### src/rtl/psgb_pkg.sv
package psgb_pkg;

  typedef enum logic [2:0] {
    ST_IDLE,
    ST_ALIGN,
    ST_DRIVE,
    ST_HOLD,
    ST_ACK
  } state_t;

  typedef enum logic [1:0] {
    OP_READ   = 2'd0,
    OP_SELECT = 2'd1,
    OP_STORE  = 2'd2
  } op_t;

  // strobes from control to datapath
  typedef struct packed {
    logic capture;  // latch operation and write byte
    logic drive;    // present control code to the generator
    logic ack;      // acknowledge phase
  } strobe_t;

  // control codes {dir, ctl2, ctl1}
  localparam logic [2:0] CODE_IDLE   = 3'b000;
  localparam logic [2:0] CODE_READ   = 3'b011;
  localparam logic [2:0] CODE_SELECT = 3'b111;
  localparam logic [2:0] CODE_STORE  = 3'b110;

endpackage

### src/rtl/psgb_decode.sv
module psgb_decode #(
  parameter int ADDR_W   = 24,
  parameter int WIN_LOG2 = 8,
  parameter logic [ADDR_W-1:0] WIN_BASE = 24'hFF8800
) (
  input  logic [ADDR_W-1:1] busAddr,
  input  logic              busRnW,
  output logic              hit,
  output psgb_pkg::op_t     opKind
);
  import psgb_pkg::*;

  assign hit = (busAddr[ADDR_W-1:WIN_LOG2] == WIN_BASE[ADDR_W-1:WIN_LOG2]);

  always_comb begin
    if (busRnW)          opKind = OP_READ;
    else if (busAddr[1]) opKind = OP_STORE;
    else                 opKind = OP_SELECT;
  end
endmodule

### src/rtl/psgb_ctrl.sv
module psgb_ctrl #(
  parameter int ALIGN_W     = 3,
  parameter int WAIT_CYCLES = 2
) (
  input  logic               clk,
  input  logic               rstN,
  input  logic               request,
  input  logic               busAs,
  input  logic [ALIGN_W-1:0] alignWait,
  output psgb_pkg::strobe_t  strobes
);
  import psgb_pkg::*;

  localparam int WAIT_W = $clog2(WAIT_CYCLES + 1);
  localparam int CNT_W  = (ALIGN_W > WAIT_W) ? ALIGN_W : WAIT_W;

  state_t            state;
  logic [CNT_W-1:0]  cnt;

  always_ff @(posedge clk) begin
    if (!rstN) begin
      state <= ST_IDLE;
      cnt   <= '0;
    end else begin
      unique case (state)
        ST_IDLE: if (request) begin
          state <= ST_ALIGN;
          cnt   <= CNT_W'(alignWait);
        end
        ST_ALIGN: begin
          if (cnt == '0) state <= ST_DRIVE;
          else           cnt   <= cnt - 1'b1;
        end
        ST_DRIVE: begin
          state <= ST_HOLD;
          cnt   <= CNT_W'(WAIT_CYCLES - 1);
        end
        ST_HOLD: begin
          if (cnt == '0) state <= ST_ACK;
          else           cnt   <= cnt - 1'b1;
        end
        ST_ACK: if (!busAs) state <= ST_IDLE;
        default: state <= ST_IDLE;
      endcase
    end
  end

  always_comb begin
    strobes.capture = (state == ST_IDLE) && request;
    strobes.drive   = (state == ST_DRIVE);
    strobes.ack     = (state == ST_ACK);
  end
endmodule

### src/rtl/psgb_dpath.sv
module psgb_dpath #(
  parameter int BUS_W  = 16,
  parameter int CHIP_W = 8
) (
  input  logic              clk,
  input  logic              rstN,
  input  psgb_pkg::strobe_t strobes,
  input  psgb_pkg::op_t     opKind,
  input  logic [BUS_W-1:0]  busWrData,
  input  logic [CHIP_W-1:0] psgDataIn,
  input  logic [CHIP_W-1:0] portA,
  output logic [BUS_W-1:0]  busRdData,
  output logic [2:0]        ctlCode,
  output logic [CHIP_W-1:0] psgDataOut,
  output logic              drive0Sel,
  output logic              drive1Sel,
  output logic              side1Sel
);
  import psgb_pkg::*;

  localparam int LOW_W = BUS_W - CHIP_W;

  op_t               opReg;
  logic [CHIP_W-1:0] wrByte;
  logic [CHIP_W-1:0] rdByte;

  always_ff @(posedge clk) begin
    if (!rstN) begin
      opReg  <= OP_READ;
      wrByte <= '0;
      rdByte <= '0;
    end else begin
      if (strobes.capture) begin
        opReg  <= opKind;
        wrByte <= busWrData[BUS_W-1:LOW_W];
      end
      if (strobes.drive && opReg == OP_READ) rdByte <= psgDataIn;
    end
  end

  always_comb begin
    ctlCode = CODE_IDLE;
    if (strobes.drive) begin
      unique case (opReg)
        OP_READ:   ctlCode = CODE_READ;
        OP_SELECT: ctlCode = CODE_SELECT;
        OP_STORE:  ctlCode = CODE_STORE;
        default:   ctlCode = CODE_IDLE;
      endcase
    end
  end

  assign psgDataOut = (strobes.drive && opReg != OP_READ) ? wrByte : '0;
  assign busRdData  = (strobes.ack && opReg == OP_READ) ? {rdByte, {LOW_W{1'b1}}} : '0;

  // port A lines are active low
  assign drive0Sel = ~portA[1];
  assign drive1Sel = ~portA[2];
  assign side1Sel  = ~portA[0];
endmodule

### src/rtl/psg_bus_bridge.sv
module psg_bus_bridge #(
  parameter int ADDR_W      = 24,
  parameter int WIN_LOG2    = 8,
  parameter logic [ADDR_W-1:0] WIN_BASE = 24'hFF8800,
  parameter int BUS_W       = 16,
  parameter int CHIP_W      = 8,
  parameter int ALIGN_W     = 3,
  parameter int WAIT_CYCLES = 2
) (
  input  logic               clk,
  input  logic               rstN,
  input  logic [ADDR_W-1:1]  busAddr,
  input  logic               busAs,
  input  logic               busDs,
  input  logic               busRnW,
  input  logic [BUS_W-1:0]   busWrData,
  input  logic [ALIGN_W-1:0] alignWait,
  output logic [BUS_W-1:0]   busRdData,
  output logic               busDtack,
  output logic               psgDir,
  output logic               psgCtl2,
  output logic               psgCtl1,
  output logic [CHIP_W-1:0]  psgDataOut,
  input  logic [CHIP_W-1:0]  psgDataIn,
  input  logic [CHIP_W-1:0]  portA,
  output logic               drive0Sel,
  output logic               drive1Sel,
  output logic               side1Sel
);
  import psgb_pkg::*;

  logic      hit;
  op_t       opKind;
  strobe_t   strobes;
  logic [2:0] ctlCode;

  psgb_decode #(.ADDR_W(ADDR_W), .WIN_LOG2(WIN_LOG2), .WIN_BASE(WIN_BASE)) u_dec (
    .busAddr(busAddr), .busRnW(busRnW), .hit(hit), .opKind(opKind));

  psgb_ctrl #(.ALIGN_W(ALIGN_W), .WAIT_CYCLES(WAIT_CYCLES)) u_ctrl (
    .clk(clk), .rstN(rstN), .request(hit && busAs && busDs), .busAs(busAs),
    .alignWait(alignWait), .strobes(strobes));

  psgb_dpath #(.BUS_W(BUS_W), .CHIP_W(CHIP_W)) u_dp (
    .clk(clk), .rstN(rstN), .strobes(strobes), .opKind(opKind),
    .busWrData(busWrData), .psgDataIn(psgDataIn), .portA(portA),
    .busRdData(busRdData), .ctlCode(ctlCode), .psgDataOut(psgDataOut),
    .drive0Sel(drive0Sel), .drive1Sel(drive1Sel), .side1Sel(side1Sel));

  assign {psgDir, psgCtl2, psgCtl1} = ctlCode;
  assign busDtack = strobes.ack;
endmodule

### config.mk
export PLATFORM = sky130hd
export DESIGN_NAME = psg_bus_bridge
export DESIGN_NICKNAME = d
export VERILOG_FILES = /design/src/rtl/psgb_pkg.sv /design/src/rtl/psgb_decode.sv /design/src/rtl/psgb_ctrl.sv /design/src/rtl/psgb_dpath.sv /design/src/rtl/psg_bus_bridge.sv
export SDC_FILE = /design/constraint.sdc
export NUM_CORES = 1
export LEC_CHECK = 0
export ABC_AREA = 1
export ABC_CLOCK_PERIOD_IN_PS = 2400
export CAP_MARGIN = 20
export CORE_MARGIN = 5
export CORE_UTILIZATION = 40
export CTS_BUF_LIST = sky130_fd_sc_hd__clkbuf_4
export CTS_CLUSTER_DIAMETER = 60
export DETAILED_ROUTE_END_ITERATION = 10
export PLACE_DENSITY = 0.88
export SLEW_MARGIN = 20
export SYNTH_ARGS = -nofsm -noshare
export SYNTH_HDL_FRONTEND = slang
export SYNTH_SLANG_ARGS = --single-unit
### constraint.sdc
create_clock -name clk -period 2.4 [get_ports clk]
set_input_delay 0.36 -clock clk [delete_from_list [all_inputs] [get_ports clk]]
set_output_delay 0.36 -clock clk [all_outputs]
set_load 0.1 [all_outputs]
* Word-level counts from Yosys, hierarchy flattened *
Index checks and enable logic that the tools add are counted.

word-level totals
  input bits = 63
  memories kept = 0
  output and inout bits = 31
  logic and storage cells = 49
  latch bits = 0
  bits in read-only memories = 0
  bits in registers = 24
  memory bits (writable) = 0

operators by class
  reductions and logical operators = 14
  $add $sub $neg = 1
  multiplexer cells = 14
  magnitude comparators = 0
  $mul = 0
  div/mod/pow operators = 0
  shifts and indexed selects = 0
  equality and inequality tests = 12
  bitwise logic cells = 3

operator list
  operator                                                                number
  3-bit two-way mux                                                       7
  3-bit one-hot mux with 3 select lines                                   2
  16-bit equality test (second input constant)                            1
  16-bit two-way mux                                                      1
  3-bit one-hot mux with 5 select lines                                   1
  8-bit two-way mux                                                       1
  3-bit by 2-bit equality test with 1-bit output (second input constant)  2
  1-bit logical AND                                                       6
  3-bit logical NOT                                                       2
  2-bit by 1-bit != test with 1-bit output (second input constant)        3
  2-bit two-way mux                                                       2
  2-bit != test (second input constant)                                   2
  4-bit AND reduction                                                     1
  3-bit by 1-bit equality test with 1-bit output (second input constant)  1
  3-bit equality test (second input constant)                             1
  1-bit inverter                                                          3
  3-bit AND reduction                                                     1
  3-bit nonzero test                                                      1
  3-bit by 1-bit subtractor with 3-bit output (second input constant)     1
  2-bit by 1-bit equality test with 1-bit output (second input constant)  1
  2-bit equality test (second input constant)                             1
  2-bit logical NOT                                                       1
  2-bit nonzero test                                                      1
  2-bit OR reduction                                                      1

* Longest topological paths before layout *
  depth in word-level cells = 5
  depth in mapped cells = 9
  depth with buffers taken out = 9

* Cells and area by module *
Synthesis repeated with hierarchy kept, for this count alone.

unflattened totals
  cells, all modules = 231
  area, all modules = 1465.2 sq um

modules (own cells, without submodules)
  module          instances  area an instance (sq um)  cells an instance  sequential area each (sq um)
  psgb_dpath      1          953.4                     142                360.3
  psgb_ctrl       1          407.9                     62                 120.1
  psgb_decode     1          90.1                      24                 0.0
  psg_bus_bridge  1          13.8                      3                  0.0

* Least setup slack after synthesis *
Ideal clock, no wire load.

  path kind = register to output
  start point = register u_dp.opReg[1]
  end point = output port busRdData[10]
  cell stages (with the launch flop) = 7
  slack = -1865 ps
  path buffers = 0
  data required time = 2040 ps
  arrival time = 3905 ps
  cell sequence = dfxtp_1 > inv_1 > ha_1 > inv_1 > nor2_1 > inv_1 > nor2_1

on the way
  longest elaborated chain between the ends = 3

RTL lines
  element                   RTL line              text
  start: declaration        psgb_dpath.sv:23      op_t opReg;
  start signal: assignment  psgb_dpath.sv:34      opReg <= opKind;
  2-bit logical NOT         psgb_dpath.sv:54      assign busRdData = (strobes.ack && opReg == OP_READ) ? {rdByte, {LOW_W{1'b1}}} : '0;
  1-bit logical AND         psgb_dpath.sv:54
  16-bit two-way mux        psgb_dpath.sv:54
  end: declaration          psg_bus_bridge.sv:18  output logic [BUS_W-1:0] busRdData,

No other way between the ends.

* Final worst setup path *
  start point = register u_dp.opReg[0]
  end point = output port psgDataOut[7]

on the way
  longest elaborated chain between the ends = 3

RTL lines
  element             RTL line              text
  2-bit nonzero test  psgb_dpath.sv:53      assign psgDataOut = (strobes.drive && opReg != OP_READ) ? wrByte : '0;
  1-bit logical AND   psgb_dpath.sv:53
  8-bit two-way mux   psgb_dpath.sv:53
  end: declaration    psg_bus_bridge.sv:23  output logic [CHIP_W-1:0] psgDataOut,

No other way between the ends.

==> run summary <==
STA
------------------------------------------------------------------------------------
Actual transition at the worst max-transition pin                           0.522 ns
Final setup TNS                                                                 0 ns
Number of hold-slack violations in the final timing report                         0
Fin Hold WS                                                                 0.498 ns
Achievable Freq                                                              454 MHz
Unrepaired setup endpoints after global routing                                false
Skew final                                                                0.00130 ns
Share of the clock period used by the worst path after layout                  91.8%
Setup violation total in the final timing report                                   0
Max-slew violation count                                                           0
Shortest period the worst path allows                                        2.20 ns
Slew Limit Headroom                                                            65.1%
Minimum setup slack in the final design                                     0.197 ns

FLOORPLANNING
------------------------------------------------------------------------------------
Area of the die                                                           4820 sq um
CORE AREA                                                                 3390 sq um
Starting Density                                                               41.7%
Row count                                                                         21
Top-level port count                                                              94
DIE HEIGHT                                                                   69.5 um
Overall die width                                                            69.5 um

GLOBAL ROUTING
------------------------------------------------------------------------------------
Number of global-route vias before repair                                      1,411
Largest net degree at the start of global routing                                 17
Overall global routing resource usage                                          15.4%
First-pass GRT wire length                                                   6190 um
Leftover overflow at the end of global routing                                     0
Antenna violations before repair                                                   0

ROUTE
------------------------------------------------------------------------------------
Top Layer Used                                                                  met4
Violation count after the first detailed-route iteration                          63
Total number of vias                                                           1,471
Met2 wire length                                                             1920 um
Detailed Routing Iterations Pass 1                                                 5
Post-detailed-route count of antenna-violating nets                                0
Drc violations                                                                     0
Routed Wire Length                                                           3740 um
Routed metal-1 wirelength                                                    1530 um
Wirelength per Cell                                                          11.6 um
Routed wire length on met3                                                    268 um
Average via count per standard cell                                             4.58

LAYOUT
------------------------------------------------------------------------------------
Area occupied by multi-input gates                                         807 sq um
Final core utilization                                                         75.0%
Area used by sequential logic in the layout                                480 sq um
Growth of design area from synthesis to finish                                 79.8%
Number of fillers in the final layout                                            264
# diodes                                                                           0
Final design area excluding fillers                                       2540 sq um
Number of nets in the layout                                                     344
Fraction of layout instances using a drive strength above 1                    29.1%
Number of standard cells in the final layout excluding fillers                   321

MIN PATH
------------------------------------------------------------------------------------
Hold-critical path endpoint                                             u_dp.wrByte[3]
Worst Min Path Start                                                    u_dp.wrByte[3]
Number of cells traversed by the worst hold path                                   2
Hold WC Path Type                                                            reg2reg

POWER AND IR DROP
------------------------------------------------------------------------------------
Post-route total power                                                      0.810 mW
Power per cell area                                                      319 nW/um^2
Largest voltage drop on the vdd net                                         0.291 mV
Leakage power figure                                                        0.999 nW

CRITICAL PATH
------------------------------------------------------------------------------------
CP startpoint kind                                                              flop
Required time of the worst setup path                                        2.04 ns
Maximum fanout count along the critical path                                       8
Number of cells traversed by the worst register-to-register path                   7
Capturing element type of the critical path                               output pin
Critical register-to-register path endpoint                             u_ctrl.cnt[0]
R2r setup slk                                                                1.03 ns
Type of the worst setup path                                                 reg2out
Critical Path AT                                                             1.84 ns
Worst R2R Start                                                         u_ctrl.cnt[0]

SYNTH
------------------------------------------------------------------------------------
Gate count after technology mapping                                              205
Proportion of synthesized chip area in sequential cells                        34.0%
Fraction of registers with async set/reset                                        0%
Main flop type after synthesis                                               dfxtp_1
Number of distinct library cells after synthesis                                  26
Register bit total from synthesis                                                 24
Post-synthesis cell area                                                  1410 sq um
Synthesis warning total                                                            0
Post-synth net total                                                             273
Syn Area/Cell                                                             6.90 sq um
Number of enable flip-flop cells after synthesis                                   0

CLOCK TREE
------------------------------------------------------------------------------------
Clock tree from TritonCTS                                                      built
Total CTS buffers                                                                  3
CTS sink cnt                                                                      24
Clock H-tree levels                                                                1
Clock transition at the registers of the reported paths                      0.12 ns
Clock latency of the later-clocked register in the worst-skew pair           0.31 ns
Maximum number of buffers from clock root to sink                                  2
Clock tree root buffer cell                                                 clkbuf_4

PLACED DESIGN
------------------------------------------------------------------------------------
Final HPWL from detailed placement                                           3170 um
Place WS                                                                    0.448 ns
Weighted congestion at the end of routability-driven global placement          0.860
Placed cell area                                                          2470 sq um
Cell total after placement                                                       316
Count of port buffers added during placement                                      74

OUTCOME
------------------------------------------------------------------------------------
Result of the run                                                          completed

RUN
------------------------------------------------------------------------------------
Number of maximum-capacitance violations                                           0

[cells in the final DEF, fill, tap and decap left out, types with 2 or more instances in the layout]
cell type | synthesis | layout
inv_1 | 34 | 33
nor2_2 | 2 | 10
dfxtp_1 | 24 | 24
nand2_1 | 23 | 23
o21ai_0 | 8 | 8
buf_4 | 8 | 9
buf_12 | 0 | 25
ha_1 | 5 | 5
clkbuf_4 | 0 | 3
o21ai_2 | 10 | 10
nand2_2 | 2 | 2
inv_2 | 4 | 4
nor2_4 | 0 | 10
nor2_1 | 44 | 26
a21oi_1 | 23 | 23
nand3_2 | 2 | 2
o21ai_1 | 2 | 2
nand3_1 | 3 | 3
clkdlybuf4s50_1 | 0 | 43
[cell usage after synthesis (3+ instances only)]
cell	instances	area [sq um]
nor2_1	44	165
inv_1	34	128
dfxtp_1	24	480
a21oi_1	23	115
nand2_1	23	86.3
o21ai_2	10	87.6
buf_4	8	60.1
o21ai_0	8	40.0
ha_1	5	62.6
inv_2	4	15.0
nand3_1	3	15.0
[report_power, final]
part / switching (mW) / internal [mW] / total, mW
sequential: 0.00000151 / 0.398 / 0.398
combinational: 0.0506 / 0.0748 / 0.125
clock: 0.118 / 0.169 / 0.286
total: 0.168 / 0.642 / 0.810
[registers in the layout, indices dropped and copies added, names as in the netlist]
| signal | flops |
|---|---|
| u_ctrl.state | 3 |
| u_dp.rdByte | 8 |
| u_dp.opReg | 2 |
| u_ctrl.cnt | 3 |
| u_dp.wrByte | 8 |
[repair_timing]
item | 4_1_cts | 5_1_grt
resized for setup | 0 | 1
hold buffers | 0 | 0
setup endpoints to repair | 0 | 2
buffers inserted | 0 | 1
[layout make-up]
type / instances / area share, %
Timing Repair Buffer: 77 / 39.3
Multi-Input combinational cell: 132 / 31.7
Sequential cell: 24 / 18.9
Inverter: 38 / 5.76
Tap cell: 46 / 2.26
Clock inverter: 1 / 1.18
Clock buffer: 3 / 0.886
[cell families after synthesis]
kind of cell,Yosys count,synth area share [%]
XOR/XNOR,1,0.620
AND/OR/NAND/NOR,80,25.1
adder cells (fa/ha/maj),5,4.42
flip-flops,24,34.0
AO/OA/AOI/OAI,46,20.2
buffers and inverters,49,15.7
[worst max-delay path by stage]
stage	startpoint	to	slack (ns)
finish	u_dp.opReg[0]	psgDataOut[7]	0.20
global route	u_ctrl.state[0]	psgDataOut[1]	0.05
CTS	u_dp.opReg[0]	busRdData[10]	0.07
detailed placement	u_dp.opReg[0]	busRdData[10]	0.45
global placement	u_dp.opReg[0]	busRdData[10]	0.48
floorplan	u_dp.opReg[1]	busRdData[10]	-0.27
[critical path, cell delays in order, from the launching register on]
cell     delay, ns
dfxtp_1       0.39
inv_1         0.07
ha_1          0.23
inv_1         0.12
nand2_1       0.28
nor2_2        0.24
buf_12        0.20
[per-layer routing]
layer	track usage (%)	vias to the layer above
met1	17.2	652
met3	5.07	4
met2	28.4	51
li1	-	764
met5	0	-
met4	2.60	0
Note: power is estimated with default switching activity, not from simulation.
